--- config.mk ---
export PLATFORM = sky130hd
export DESIGN_NAME = dramc_ctrl
export DESIGN_NICKNAME = d
export VERILOG_FILES = /design/src/rtl/dramc_pkg.sv /design/src/rtl/dramc_wait_timer.sv /design/src/rtl/dramc_refresh_timer.sv /design/src/rtl/dramc_ras_guard.sv /design/src/rtl/dramc_ctrl.sv
export SDC_FILE = /design/constraint.sdc
export NUM_CORES = 1
export LEC_CHECK = 0
export BUFFER_PORTS_ARGS = -buffer_cell sky130_fd_sc_hd__clkbuf_2
export CAP_MARGIN = 20
export CELL_PAD_IN_SITES_DETAIL_PLACEMENT = 0
export CELL_PAD_IN_SITES_GLOBAL_PLACEMENT = 1
export CORE_MARGIN = 4
export CORE_UTILIZATION = 40
export DETAILED_ROUTE_END_ITERATION = 12
export GPL_ROUTABILITY_DRIVEN = 0
export PLACE_DENSITY = 0.86
export SLEW_MARGIN = 5
export SYNTH_ARGS = -nofsm -noshare
export SYNTH_HDL_FRONTEND = slang
export SYNTH_SLANG_ARGS = --single-unit
--- constraint.sdc ---
create_clock -name clk -period 3.8 [get_ports clk]
set_clock_uncertainty 0.1 [all_clocks]
set_input_delay 0.76 -clock clk [delete_from_list [all_inputs] [get_ports clk]]
set_output_delay 0.76 -clock clk [all_outputs]
set_load 0.01 [all_outputs]
--- src/rtl/dramc_pkg.sv ---
package dramc_pkg;

    parameter int unsigned ROW_W  = 12;
    parameter int unsigned COL_W  = 10;
    parameter int unsigned DQ_W   = 4;
    parameter int unsigned ADDR_W = ROW_W + COL_W;

    typedef enum logic [3:0] {
        ST_INIT, ST_IDLE, ST_ROW, ST_COL, ST_CAS, ST_CP,
        ST_PRE, ST_RCAS, ST_RRAS, ST_RPRE
    } dstate_e;

    typedef struct packed {
        logic [ROW_W-1:0] row;
        logic [COL_W-1:0] col;
        logic             wr;
        logic [DQ_W-1:0]  wd;
    } acc_t;

    typedef struct packed {
        logic ras_n;
        logic cas_n;
        logic we_n;
        logic oe_n;
        logic dq_oe;
        logic row_sel;
        logic col_sel;
    } pins_t;

    function automatic int unsigned ns2cyc(int unsigned ns, int unsigned clk_ns);
        return (ns + clk_ns - 1) / clk_ns;
    endfunction

    function automatic int unsigned umax(int unsigned a, int unsigned b);
        return (a > b) ? a : b;
    endfunction

    function automatic int unsigned sub_min1(int unsigned a, int unsigned b);
        return (a > b) ? (a - b) : 1;
    endfunction

    function automatic pins_t pins_of(dstate_e st, logic wr);
        pins_t p;
        p = '{ras_n: 1'b1, cas_n: 1'b1, we_n: 1'b1, oe_n: 1'b1,
              dq_oe: 1'b0, row_sel: 1'b0, col_sel: 1'b0};
        case (st)
            ST_ROW: begin
                p.ras_n   = 1'b0;
                p.row_sel = 1'b1;
            end
            ST_COL: begin
                p.ras_n   = 1'b0;
                p.col_sel = 1'b1;
                p.we_n    = ~wr;
                p.dq_oe   = wr;
            end
            ST_CAS: begin
                p.ras_n   = 1'b0;
                p.cas_n   = 1'b0;
                p.col_sel = 1'b1;
                p.we_n    = ~wr;
                p.dq_oe   = wr;
                p.oe_n    = wr;
            end
            ST_CP:   p.ras_n = 1'b0;
            ST_RCAS: p.cas_n = 1'b0;
            ST_RRAS: begin
                p.ras_n = 1'b0;
                p.cas_n = 1'b0;
            end
            default: ;
        endcase
        return p;
    endfunction

endpackage

--- src/rtl/dramc_wait_timer.sv ---
module dramc_wait_timer #(
    parameter int unsigned W = 8
) (
    input  logic         clk,
    input  logic         rst,
    input  logic         load,
    input  logic [W-1:0] load_val,
    output logic         done
);
    logic [W-1:0] cnt;

    always_ff @(posedge clk) begin
        if (rst)              cnt <= load_val;
        else if (load)        cnt <= load_val;
        else if (cnt != '0)   cnt <= cnt - 1'b1;
    end

    assign done = (cnt == '0);
endmodule

--- src/rtl/dramc_refresh_timer.sv ---
module dramc_refresh_timer #(
    parameter int unsigned PERIOD = 780
) (
    input  logic clk,
    input  logic rst,
    input  logic ack,
    output logic pending
);
    localparam int unsigned CW = $clog2(PERIOD + 1);
    logic [CW-1:0] cnt;
    logic          tick;

    assign tick = (cnt == CW'(PERIOD - 1));

    always_ff @(posedge clk) begin
        if (rst) begin
            cnt     <= '0;
            pending <= 1'b0;
        end else begin
            cnt <= tick ? '0 : cnt + 1'b1;
            if (tick)     pending <= 1'b1;
            else if (ack) pending <= 1'b0;
        end
    end
endmodule

--- src/rtl/dramc_ras_guard.sv ---
module dramc_ras_guard #(
    parameter int unsigned MIN_CYC  = 4,
    parameter int unsigned MAX_CYC  = 5000,
    parameter int unsigned SPAN_CYC = 3
) (
    input  logic clk,
    input  logic rst,
    input  logic ras_low,
    output logic min_met,
    output logic near_limit
);
    localparam int unsigned CW = $clog2(MAX_CYC + 2);
    logic [CW-1:0] cnt;

    always_ff @(posedge clk) begin
        if (rst)                         cnt <= '0;
        else if (!ras_low)               cnt <= '0;
        else if (cnt != CW'(MAX_CYC + 1)) cnt <= cnt + 1'b1;
    end

    assign min_met    = (32'(cnt) + 32'd1 >= MIN_CYC);
    assign near_limit = (32'(cnt) + 32'd1 + SPAN_CYC >= MAX_CYC);
endmodule

--- src/rtl/dramc_ctrl.sv ---
module dramc_ctrl
    import dramc_pkg::*;
#(
    parameter int unsigned T_CLK_NS    = 20,
    parameter int unsigned T_INIT_NS   = 200000,
    parameter int unsigned T_REFI_NS   = 15600,
    parameter int unsigned T_RASMAX_NS = 100000,
    parameter int unsigned T_RC_NS     = 110,
    parameter int unsigned T_RAS_NS    = 60,
    parameter int unsigned T_RP_NS     = 40,
    parameter int unsigned T_CAS_NS    = 15,
    parameter int unsigned T_CAC_NS    = 15,
    parameter int unsigned T_CP_NS     = 10,
    parameter int unsigned T_PC_NS     = 35,
    parameter int unsigned T_RAH_NS    = 10,
    parameter int unsigned T_CSR_NS    = 5,
    parameter int unsigned T_CHR_NS    = 10,
    parameter int unsigned INIT_REFS   = 8
) (
    input  logic              clk,
    input  logic              rst,
    input  logic              req_valid,
    output logic              req_ready,
    input  logic              req_write,
    input  logic [ADDR_W-1:0] req_addr,
    input  logic [DQ_W-1:0]   req_wdata,
    output logic              rd_valid,
    output logic [DQ_W-1:0]   rd_data,
    output logic              dram_ras_n,
    output logic              dram_cas_n,
    output logic              dram_we_n,
    output logic              dram_oe_n,
    output logic [ROW_W-1:0]  dram_addr,
    output logic [DQ_W-1:0]   dram_dq_out,
    output logic              dram_dq_oe,
    input  logic [DQ_W-1:0]   dram_dq_in
);
    localparam int unsigned INIT_CYC   = umax(1, ns2cyc(T_INIT_NS, T_CLK_NS));
    localparam int unsigned REFI_CYC   = umax(2, ns2cyc(T_REFI_NS, T_CLK_NS));
    localparam int unsigned RP_CYC     = umax(1, ns2cyc(T_RP_NS, T_CLK_NS));
    localparam int unsigned RAS_MIN    = umax(umax(ns2cyc(T_RAS_NS, T_CLK_NS),
                                                   ns2cyc(T_CHR_NS, T_CLK_NS)),
                                              sub_min1(ns2cyc(T_RC_NS, T_CLK_NS), RP_CYC));
    localparam int unsigned RAH_CYC    = umax(1, ns2cyc(T_RAH_NS, T_CLK_NS));
    localparam int unsigned CSR_CYC    = umax(1, ns2cyc(T_CSR_NS, T_CLK_NS));
    localparam int unsigned CASL_CYC   = umax(1, umax(ns2cyc(T_CAS_NS, T_CLK_NS),
                                                      ns2cyc(T_CAC_NS, T_CLK_NS)));
    localparam int unsigned CP_CYC     = umax(umax(1, ns2cyc(T_CP_NS, T_CLK_NS)),
                                              sub_min1(ns2cyc(T_PC_NS, T_CLK_NS), 1 + CASL_CYC));
    localparam int unsigned PAGE_SPAN  = 1 + CASL_CYC + CP_CYC;
    localparam int unsigned RASMAX_CYC = T_RASMAX_NS / T_CLK_NS;
    localparam int unsigned TW         = $clog2(umax(INIT_CYC, RAS_MIN + RP_CYC + CP_CYC
                                                     + CSR_CYC + RAH_CYC + CASL_CYC) + 1);
    localparam int unsigned IW         = $clog2(INIT_REFS + 1);

    dstate_e         state, state_n;
    acc_t            acc_q;
    pins_t           pins;
    logic            wt_done, wt_load;
    logic [TW-1:0]   wt_val;
    logic            ref_pending, ref_ack;
    logic            min_met, near_limit;
    logic [IW-1:0]   init_left;
    logic            accept;
    logic            row_hit;
    int unsigned     dur_n;

    dramc_wait_timer #(.W(TW)) u_wait (
        .clk(clk), .rst(rst), .load(wt_load), .load_val(wt_val), .done(wt_done)
    );

    dramc_refresh_timer #(.PERIOD(REFI_CYC)) u_refi (
        .clk(clk), .rst(rst), .ack(ref_ack), .pending(ref_pending)
    );

    dramc_ras_guard #(.MIN_CYC(RAS_MIN), .MAX_CYC(RASMAX_CYC), .SPAN_CYC(PAGE_SPAN)) u_guard (
        .clk(clk), .rst(rst), .ras_low(!pins.ras_n), .min_met(min_met), .near_limit(near_limit)
    );

    assign row_hit = (req_addr[ADDR_W-1:COL_W] == acc_q.row);

    always_comb begin
        state_n = state;
        accept  = 1'b0;
        case (state)
            ST_INIT: if (wt_done) state_n = ST_RCAS;
            ST_IDLE: begin
                if (ref_pending)    state_n = ST_RCAS;
                else if (req_valid) begin
                    accept  = 1'b1;
                    state_n = ST_ROW;
                end
            end
            ST_ROW:  if (wt_done) state_n = ST_COL;
            ST_COL:  if (wt_done) state_n = ST_CAS;
            ST_CAS:  if (wt_done) state_n = ST_CP;
            ST_CP: begin
                if (wt_done) begin
                    if (ref_pending || near_limit || (req_valid && !row_hit)) begin
                        if (min_met) state_n = ST_PRE;
                    end else if (req_valid) begin
                        accept  = 1'b1;
                        state_n = ST_COL;
                    end
                end
            end
            ST_PRE:  if (wt_done) state_n = ST_IDLE;
            ST_RCAS: if (wt_done) state_n = ST_RRAS;
            ST_RRAS: if (wt_done) state_n = ST_RPRE;
            ST_RPRE: if (wt_done) state_n = (init_left > IW'(1)) ? ST_RCAS : ST_IDLE;
            default: state_n = ST_IDLE;
        endcase
    end

    always_comb begin
        case (state_n)
            ST_INIT:          dur_n = INIT_CYC;
            ST_ROW:           dur_n = RAH_CYC;
            ST_CAS:           dur_n = CASL_CYC;
            ST_CP:            dur_n = CP_CYC;
            ST_PRE, ST_RPRE:  dur_n = RP_CYC;
            ST_RCAS:          dur_n = CSR_CYC;
            ST_RRAS:          dur_n = RAS_MIN;
            default:          dur_n = 1;
        endcase
    end

    assign wt_load   = (state_n != state);
    assign wt_val    = rst ? TW'(INIT_CYC - 1) : TW'(dur_n - 1);
    assign ref_ack   = (state_n == ST_RCAS) && (state != ST_RCAS);
    assign req_ready = accept;

    always_ff @(posedge clk) begin
        if (rst) begin
            state     <= ST_INIT;
            acc_q     <= '0;
            init_left <= IW'(INIT_REFS);
            rd_valid  <= 1'b0;
            rd_data   <= '0;
        end else begin
            state <= state_n;
            if (accept) begin
                acc_q.row <= req_addr[ADDR_W-1:COL_W];
                acc_q.col <= req_addr[COL_W-1:0];
                acc_q.wr  <= req_write;
                acc_q.wd  <= req_wdata;
            end
            if (state == ST_RPRE && wt_done && init_left != '0)
                init_left <= init_left - 1'b1;
            rd_valid <= (state == ST_CAS) && wt_done && !acc_q.wr;
            if ((state == ST_CAS) && wt_done && !acc_q.wr)
                rd_data <= dram_dq_in;
        end
    end

    always_comb begin
        pins        = pins_of(state, acc_q.wr);
        dram_ras_n  = pins.ras_n;
        dram_cas_n  = pins.cas_n;
        dram_we_n   = pins.we_n;
        dram_oe_n   = pins.oe_n;
        dram_dq_oe  = pins.dq_oe;
        dram_dq_out = acc_q.wd;
        if (pins.row_sel)      dram_addr = acc_q.row;
        else if (pins.col_sel) dram_addr = ROW_W'(acc_q.col);
        else                   dram_addr = '0;
    end

endmodule

# Yosys cells after proc, flatten, opt, wreduce, memory -nomap -nowiden
# Memories as Yosys holds them, arrays and structs flattened.
# Index checks and enable logic that the tools add are counted.
[totals]
reg_bits = 78
rom_bits = 128
input_bits = 34
output_inout_bits = 27
word_cells = 97
mem_count = 1
[mem_list]
columns = ["memory", "depth", "word_bits", "read_ports", "rd_ports_with_merged_regs", "write_ports", "line", "source"]
rows = [
  ["(no name shown)", 16, 8, 1, 0, 0, "dramc_ctrl.sv:116", "case (state_n)"],
]
[classes]
addsub = 7
magnitude_cmp = 3
n_eq_ne = 15
mux = 36
bitwise = 2
reduce_logical = 21
[ops]
columns = ["operator", "count"]
rows = [
  ["2-to-1 mux 14 bit", 4],
  ["2-to-1 mux 4 bit", 14],
  ["one-hot mux 4 bit (10 select lines)", 1],
  ["adder 32 x 2 -> 32 bit (second input constant)", 1],
  [">= comparator 32 x 13 -> 1 bit (second input constant)", 1],
  [">= comparator 32 x 3 -> 1 bit (second input constant)", 1],
  ["subtractor 14 x 1 -> 14 bit (second input constant)", 2],
  ["equality test 4 x 3 -> 1 bit (second input constant)", 5],
  ["adder 13 x 1 -> 14 bit (second input constant)", 1],
  ["zero test 14 bit", 1],
  ["nonzero test 14 bit", 1],
  ["adder 13 x 1 -> 13 bit (second input constant)", 1],
  ["2-to-1 mux 1 bit", 13],
  ["!= test 13 bit (second input constant)", 1],
  ["equality test 12 bit", 1],
  ["2-to-1 mux 12 bit", 1],
  ["adder 10 x 1 -> 10 bit (second input constant)", 1],
  ["equality test 10 bit (second input constant)", 1],
  ["2-to-1 mux 10 bit", 1],
  ["equality test 4 x 2 -> 1 bit (second input constant)", 2],
  ["equality test 4 bit (second input constant)", 2],
  ["logical AND 1 bit", 6],
  ["OR reduction 2 bit", 3],
  ["OR reduction 5 bit", 1],
  ["other kinds (15)", 18],
]

# Longest topological paths before layout
# Gate-level depths: netlist of the first run.
# An unclocked memory read counts as a cell.
[logic_depth]
depth_word = 13
ltp_mapped = 19
depth_no_buf = 18

# Hierarchy
# From an unflattened synthesis of the first run, not the netlist that was laid out.
[hier_totals]
hier_cells = 578
area_unflattened_um2 = 4863.4
[modules_own_cells]
columns = ["module", "n_inst", "cells_per_inst", "area_each_um2", "seq_area_each_um2"]
rows = [
  ["dramc_ctrl", 1, 278, 2369.8, 800.8],
  ["dramc_ras_guard", 1, 170, 1221.2, 260.2],
  ["dramc_wait_timer", 1, 79, 800.8, 420.4],
  ["dramc_refresh_timer", 1, 51, 471.7, 220.2],
]

# Least setup slack after synthesis of the first run
# No wires, ideal clock.
[synth_timing]
path_kind = "reg-to-reg"
start = "register u_guard.cnt[0]"
end = "register u_wait.cnt[2] (data pin)"
setup_ns = 0.256
t_arrival_ns = 3.760
t_required_ns = 3.444
setup_slack_ns = -0.316
path_stages_with_launch = 19
n_path_buf = 1
synth_period_minus_slack_ns = 4.116
cell_sequence = "dfxtp_1 buf_4 inv_1 ha_1 or4b_1 o2bb2a_4 xnor2_1 o41ai_2 o211ai_2 a211oi_1 a21oi_1 a21oi_1 a21oi_1 ha_1 ha_1 inv_1 o21ai_0 a22oi_1 a31o_2"
[synth_via]
elab_chain_cells = 13
word_cells_on_any_way = 16
cone_classes = "3 x add/sub; 2 x order compare; 1 x eq/ne; 7 x mux; 2 x reduce/logical; 1 x memory"
[synth_rtl]
columns = ["element", "line", "source"]
rows = [
  ["from (decl)", "dramc_ras_guard.sv:13", "logic [CW-1:0] cnt;"],
  ["from (signal assigned)", "dramc_ras_guard.sv:18", "else if (cnt != CW'(MAX_CYC + 1)) cnt <= cnt + 1'b1;"],
  ["adder 13 x 1 -> 14 bit (*)", "dramc_ras_guard.sv:21, dramc_ras_guard.sv:22", ""],
  ["adder 32 x 2 -> 32 bit", "dramc_ras_guard.sv:22", "assign near_limit = (32'(cnt) + 32'd1 + SPAN_CYC >= MAX_CYC);"],
  [">= comparator 32 x 13 -> 1 bit", "dramc_ras_guard.sv:22", ""],
  ["logical OR 1 bit (2 in series)", "dramc_ctrl.sv:99", "if (ref_pending || near_limit || (req_valid && !row_hit)) begin"],
  ["2-to-1 mux 4 bit (*)", "dramc_ctrl.sv:99", ""],
  ["2-to-1 mux 4 bit (*)", "dramc_ctrl.sv:98", "if (wt_done) begin"],
  ["one-hot mux 4 bit (10 select lines) (*)", "dramc_ctrl.sv:85", "case (state)"],
  ["memory read (16 x 8 bit)", "--", ""],
  ["subtractor 14 x 1 -> 14 bit", "dramc_ctrl.sv:129", "assign wt_val = rst ? TW'(INIT_CYC - 1) : TW'(dur_n - 1);"],
  ["2-to-1 mux 14 bit", "dramc_ctrl.sv:129", ""],
  ["2-to-1 mux 14 bit", "dramc_wait_timer.sv:14", "else if (load) cnt <= load_val;"],
  ["2-to-1 mux 14 bit (*)", "dramc_wait_timer.sv:13", "if (rst) cnt <= load_val;"],
  ["to (signal assigned)", "dramc_wait_timer.sv:13", ""],
  ["to (signal assigned)", "dramc_wait_timer.sv:14", ""],
  ["to (signal assigned)", "dramc_wait_timer.sv:15", "else if (cnt != '0) cnt <= cnt - 1'b1;"],
  ["to (decl)", "dramc_wait_timer.sv:10", "logic [W-1:0] cnt;"],
]
# Every way passes the cells marked *; elsewhere a longest branch is shown, timed or not.
# A chain may end at the register's enable or synchronous reset.

# Final worst setup path of the first run
[layout_timing]
start = "register u_guard.cnt[0]"
end = "output port req_ready"
[layout_via]
elab_chain_cells = 8
[layout_rtl]
columns = ["element", "line", "source"]
rows = [
  ["adder 13 x 1 -> 14 bit", "dramc_ras_guard.sv:22", ""],
  ["adder 32 x 2 -> 32 bit", "dramc_ras_guard.sv:22", ""],
  [">= comparator 32 x 13 -> 1 bit", "dramc_ras_guard.sv:22", ""],
  ["logical OR 1 bit (2 in series)", "dramc_ctrl.sv:99", ""],
  ["2-to-1 mux 1 bit", "dramc_ctrl.sv:99", ""],
  ["2-to-1 mux 1 bit", "dramc_ctrl.sv:98", ""],
  ["one-hot mux 1 bit (2 select lines)", "dramc_ctrl.sv:85", ""],
  ["to (decl)", "dramc_ctrl.sv:23", "output logic req_ready,"],
]
# Every way passes these cells.

==> impl_metrics.py, run 1 <==
metrics = {
    "yosys": {
        "syn_inst": 554,
        "netlist_area_um2": 4808,
        "synth_edf_count": 14,
        "postSynth.asyncResetShare_pct": 0,
        "synth_warnings": 0,
        "synth_area_per_cell_um2": 8.679,
        "ys_seq_elements": 78,
        "synthFlopType": "dfxtp_1",
        "seq_area_frac_synth_pct": 35.39,
        "syn_nets": 600,
        "ys_types": 68,
    },
    "sta": {
        "max_freq_ghz": 0.2475,
        "worst_slew_pin_slew_ns": 0.6687,
        "slew_headroom_pct": 55.36,
        "setup_slack_ns": -0.2401,
        "maxSlewViolCount": 0,
        "finalSetupViolations": 3,
        "hold_violations": 0,
        "fin_crit_sh_pct": 106.3,
        "final.setup.tns_ns": -0.4786,
        "min_period_ns": 4.040,
        "rsz0062_at_grt": "true",
    },
    "global_route": {
        "grt_pass1_wl_mm": 20.98,
        "grt_usage_pct": 17.99,
        "antenna_found_initial": 0,
        "grt_pass1_vias": 4428,
        "grt_max_degree": 40,
        "grt_overflow": 0,
    },
    "floorplan": {
        "die_y_um": 117.6,
        "die_area_um2": 13840,
        "start_util_pct": 41.40,
        "die_w_um": 117.6,
        "core_um2": 11610,
        "fp-row-count": 39,
        "top_level_ports": 61,
    },
    "clocking": {
        "numClockSinks": 78,
        "cts_tree": "done",
        "clk_latency_ns": 0.34,
        "path_clk_slew_ns": 0.06,
        "ctsLongestPathBuffers": 2,
        "htreeDepth": 3,
        "cts-root-buf": "clkbuf_16",
        "postCtsHoldBufs": 0,
        "cts_buffers": 9,
    },
    "cells_and_area": {
        "instances_no_fill": 820,
        "design_area_um2": 6269,
        "n_fill_cell": 1026,
        "final_common_cell": "nor2_1",
        "fin_nets": 718,
        "syn_to_final_growth_pct": 30.37,
        "final_cell_mix": "86 x nor2_1, 72 x buf_4, 61 x dfxtp_1",
        "drive_above_1_share_pct": 30.43,
        "n_antenna_cell": 0,
    },
    "status": {
        "status": "complete, but fails checks",
        "violations": "setup timing",
    },
    "setup_path": {
        "crit_path_max_incr_delay_ns": 0.55,
        "critPathCaptureType": "primary output",
        "crit_fanout": 7,
        "crit_buf_inv": 2,
        "critPathRequiredTime_ns": 2.94,
        "start_kind": "flop",
        "path_cells": "ha_4, nand2b_4, or4b_4, o2bb2a_4, xnor2_2, o41ai_4, o211ai_2, a21o_1, buf_6, a2111oi_4, buf_2",
        "crit_slowest_cell": "or4b_4",
        "cpLargestDelayFamily": "compound AO/OA/AOI/OAI gates",
        "crit_type": "reg -> out",
        "arrival_ns": 3.18,
    },
    "routing": {
        "first_pass_iters": 6,
        "wl_per_cell_um": 15.43,
        "totalWireLength_mm": 12.66,
        "vias_per_cell": 5.487,
        "drc": 0,
        "first_iter_violations": 290,
        "antenna_left": 0,
        "num_vias": 4499,
    },
    "run": {
        "maxCapViolCount": 0,
    },
    "worst_hold_path": {
        "hold_path.class": "reg -> reg",
    },
    "placement": {
        "placedCellCount": 794,
        "placed_area_um2": 5697,
        "io_buffers": 60,
        "dp_hpwl_mm": 9.111,
    },
    "pwr": {
        "ir_drop_v": 0.0002406,
        "pwr_density_cell_nw_per_um2": 282.6,
        "design_power_total_mw": 1.772,
        "leakage_nw": 2.474,
    },
}
## path summary, 6_finish.rpt
path | from | end | slack (ns) | cells past startpoint
setup / recovery | u_guard.cnt[0] | req_ready | -0.24 | 11
hold / removal | u_refi.cnt[0] | u_refi.cnt[0] | 0.35 | 1
setup reg to reg | u_guard.cnt[0] | u_wait.cnt[2] | -0.22 | 19
hold reg to reg | u_refi.cnt[0] | u_refi.cnt[0] | 0.35 | 1
## cells by family (layout without fill, tap and decap cells)
logic type                 count (synthesis)  after routing  share of synthesized area [%]
xor gates and xnor gates                  51             51                          9.290
AOI/OAI and AO/OA                        109            109                          17.49
and+or+nand+nor                          226            226                          23.08
adders and majority gates                 12             12                          3.122
muxes                                     32             32                          6.662
buffers and inverters                     46            169                          4.970
DFF                                       78             78                          35.39
## per-layer routing
| metal | up-vias | part of all wire, % | GRT usage, % |
|---|---|---|---|
| met5 | - | 0 | 0 |
| met4 | 0 | 2.0 | 6.447 |
| met3 | 20 | 5.9 | 4.950 |
| met2 | 127 | 46 | 28.24 |
| met1 | 2127 | 46 | 23.71 |
| li1 | 2225 | - | - |
## report_power, final
part           switching (mW)  total (mW)  leakage [nW]  internal [mW]
Combinational          0.0343      0.0622          1.67         0.0279
Clock                   0.354       0.862         0.144          0.508
Sequential            0.00402       0.847         0.659          0.843
## through the flow
stage | worst slack (ns) | hold WS, ns | utilization [%]
6_report | -0.2401 | 0.3510 | 53.98
3_3_place_gp | -0.1423 | 0.3255 | 49.05
5_1_grt | -0.4546 | 0.3572 | 53.98
4_1_cts | -0.2842 | 0.3509 | 52.39
3_5_place_dp | -0.2301 | 0.3332 | 49.05
2_1_floorplan | -0.05061 | 0.3130 | -
## sequential cells by signal, indices dropped and copies added (netlist names)
register and flops:
acc_q 23, dram_dq_out 4, init_left 4, rd_data 4, rd_valid 1, state 4, u_guard.cnt 13, u_refi.cnt 10
u_refi.pending 1, u_wait.cnt 14
## Yosys cell counts (5+ instances only)
library cell	count	area, µm²
nand2b_1	11	68.82
clkbuf_1	17	63.81
nor2b_1	6	37.54
a21oi_1	22	110.1
nor4_1	11	68.82
inv_1	12	45.04
a21o_1	6	45.04
a22o_1	10	87.58
nand2_1	33	123.9
nand3b_1	5	37.54
mux2i_1	32	320.3
a211oi_1	9	67.56
and3_1	9	56.30
xor2_1	23	201.4
a31oi_1	6	37.54
and2_1	7	43.79
nor2_1	86	322.8
buf_4	6	45.04
edfxtp_1	14	420.4
dfxtp_1	64	1281
nor3_1	20	100.1
ha_1	12	150.1
o21ai_0	14	70.07
o21a_1	5	37.54
nand3_1	17	85.08
xnor2_1	28	245.2
## final cells by class
class / instances / area (µm²) / area share, %
Multi-Input combinational cell: 430 / 3100 / 49.46
Inverter: 13 / 48.80 / 0.7784
Tap cell: 143 / 178.9 / 2.854
Sequential cell: 78 / 1710 / 27.29
Clock buffer: 10 / 229.0 / 3.653
Clock inverter: 6 / 61.31 / 0.9780
Timing Repair Buffer: 140 / 939.7 / 14.99
## what timing repair did
action	4_1_cts	5_1_grt
setup endpoints to repair	4	56
buffers inserted	6	4
pin swaps	11	13
resized for setup	9	33
endpoints found under the hold margin	0	0
No activity file was read; power rests on OpenSTA's default activity.
==> inputs of run 2 (changes only) <==
--- a/config.mk
+++ b/config.mk
@@ -13,2 +13,3 @@
 export CORE_UTILIZATION = 40
+export CTS_CLUSTER_DIAMETER = 30
 export DETAILED_ROUTE_END_ITERATION = 12
@@ -16,2 +17,3 @@
 export PLACE_DENSITY = 0.86
+export RECOVER_POWER = 25
 export SLEW_MARGIN = 5
==> constraint.sdc (replaced) <==
create_clock -name clk -period 3.8 [get_ports clk]
set_clock_uncertainty 0.1 [all_clocks]
set_input_delay 0.19 -clock clk [delete_from_list [all_inputs] [get_ports clk]]
set_output_delay 0.19 -clock clk [all_outputs]
set_load 0.01 [all_outputs]
==> impl_metrics.py, run 2 (synthesis results as in run 1) <==
metrics = {
    "status": {
        "status": "complete, but fails checks",
        "violations": "hold timing, setup timing",
    },
    "setup_path": {
        "crit_buf_inv": 3,
        "critPathRequiredTime_ns": 3.81,
        "start_kind": "flop",
        "cpLargestDelayFamily": "compound AO/OA/AOI/OAI gates",
        "crit_path_max_incr_delay_ns": 0.40,
        "path_cells": "ha_4, buf_4, xor2_1, o2111ai_2, buf_4, a211oi_1, a22oi_1, o211ai_1, o211ai_2, a211oi_2, a21oi_2, a21oi_2, a21oi_2, ha_4, ha_4, inv_2, o21ai_2, a22oi_1, a31o_2",
        "reg2reg_depth": 19,
        "crit_cells": 19,
        "arrival_ns": 3.90,
        "crit_slowest_cell": "dfxtp_4",
        "critPathCaptureType": "flop",
        "crit_fanout": 7,
        "crit_type": "reg -> reg",
    },
    "global_route": {
        "grt_pass1_vias": 4396,
        "grt_pass1_wl_mm": 21.02,
        "grt_overflow": 0,
        "grt_usage_pct": 18.19,
        "antenna_found_initial": 0,
        "grt_max_degree": 50,
    },
    "pwr": {
        "p_seq_share_pct": 47.9,
        "intPower_mw": 1.361,
        "pwr-share-clk_pct": 47.9,
        "leakage_nw": 2.449,
        "switchingPower_mw": 0.4061,
        "ir_drop_v": 0.0002342,
        "power_switching_share_pct": 22.98,
        "power_frac_comb_pct": 4.2,
        "pwr_density_cell_nw_per_um2": 276.5,
    },
    "sta": {
        "max_freq_ghz": 0.2570,
        "finalSetupViolations": 1,
        "final.setup.tns_ns": -0.09041,
        "fin_crit_sh_pct": 102.4,
        "hold_violations": 1,
        "slew_headroom_pct": 29.39,
        "rsz0062_at_grt": "true",
        "maxSlewViolCount": 0,
        "whs_ns": -0.01036,
        "setup_slack_ns": -0.09041,
        "worst_slew_pin_slew_ns": 1.059,
        "min_period_ns": 3.890,
    },
    "floorplan": {
        "top_level_ports": 61,
        "fp-row-count": 39,
        "die_area_um2": 13840,
        "die_y_um": 117.6,
        "core_um2": 11610,
        "die_w_um": 117.6,
        "start_util_pct": 41.40,
    },
    "clocking": {
        "htreeDepth": 3,
        "ctsLongestPathBuffers": 2,
        "cts_buffers": 9,
        "cts-root-buf": "clkbuf_16",
        "numClockSinks": 78,
        "cts_tree": "done",
        "clk_latency_ns": 0.35,
        "path_clk_slew_ns": 0.06,
    },
    "worst_hold_path": {
        "hold_path.class": "in -> reg",
        "holdPathStages": 3,
    },
    "cells_and_area": {
        "final_cell_mix": "84 x nor2_1, 65 x buf_4, 61 x dfxtp_1",
        "drive_above_1_share_pct": 27.41,
        "n_fill_cell": 1011,
        "reg_top3": "acc_q (23), u_wait.cnt (14), u_guard.cnt (13)",
        "syn_to_final_growth_pct": 32.92,
        "n_antenna_cell": 0,
        "largest_register": "acc_q",
        "largest_register_ffs": 23,
        "design_area_um2": 6391,
        "fin_nets": 727,
        "final_common_cell": "nor2_1",
    },
    "placement": {
        "dp_hpwl_mm": 8.705,
        "io_buffers": 60,
        "placed_area_um2": 5604,
    },
    "routing": {
        "wl_per_cell_um": 15.84,
        "first_pass_iters": 4,
        "drc": 0,
        "totalWireLength_mm": 13.13,
        "antenna_left": 0,
        "first_iter_violations": 303,
        "route.top_layer_used": "met4",
        "wl_met1_mm": 5.982,
        "num_vias": 4535,
        "met3_length_um": 627,
        "vias_per_cell": 5.470,
        "met2_length_mm": 6.198,
    },
    "run": {
        "maxCapViolCount": 0,
    },
}
==> run 2: worst paths after layout <==
kind	start	endpoint	slack (ns)
worst max-delay path	u_guard.cnt[0]	u_wait.cnt[2]	-0.09
worst min-delay path	req_wdata[2]	dram_dq_out[2]	-0.01
worst max register to register	u_guard.cnt[0]	u_wait.cnt[2]	-0.09
worst min register to register	u_refi.cnt[0]	u_refi.cnt[0]	0.34
==> run 2: timing repair <==
item,CTS,global route
setup buffers,3,12
hold endpoints to repair,18,0
gates resized for setup,13,30
gates cloned,0,2
setup endpoints to repair,4,24
pin swaps,18,28
hold buffers,18,0
==> run 2: metal layers <==
layer / GRT usage [%] / up-vias
met3: 3.844 / 27
met2: 29.43 / 115
li1: - / 2234
met1: 23.56 / 2159
met4: 7.546 / 0
met5: 0 / -
==> run 2: final cells by class <==
class | instances | area [µm²] | area share, %
timing repair buffer | 149 | 1065 | 16.66
clock buffer | 12 | 256.5 | 4.013
sequential | 78 | 1713 | 26.80
multi-input combinational | 430 | 3099 | 48.49
tap | 143 | 178.9 | 2.800
inverter | 13 | 48.80 | 0.7635
clock inverter | 4 | 30.03 | 0.4699
==> run 2: worst reg2reg max path: cells and delay by family (launching register included) <==
kind,cells,cell delay (ns)
AOI/OAI and AO/OA,12,1.93
adders and majority gates,3,0.61
xor gates and xnor gates,1,0.25
DFF,1,0.40
buffers and inverters,3,0.37
==> run 2: through the flow <==
stage          utilization (%)  hold WS, ns  worst slack [ns]  total power [mW]  instances
5_1_grt                  55.03      0.02366           -0.2402             1.820        829
6_report                 55.03     -0.01036          -0.09041             1.767        829
2_1_floorplan                -       0.2294          -0.05111            0.8941        554
3_5_place_dp             48.25       0.3326           -0.1841            0.9236        780
3_3_place_gp             48.25       0.3233          -0.04809            0.9221        780
4_1_cts                  53.00     0.005771           -0.1209             1.779        817
==> run 2: power by group through the flow <==
stage,sequential (mW),clock (mW),combinational (mW)
2_1_floorplan,0.865,0,0.0293
3_3_place_gp,0.866,0,0.0565
3_5_place_dp,0.866,0,0.0579
4_1_cts,0.846,0.860,0.0731
5_1_grt,0.847,0.893,0.0813
6_report,0.846,0.847,0.0736
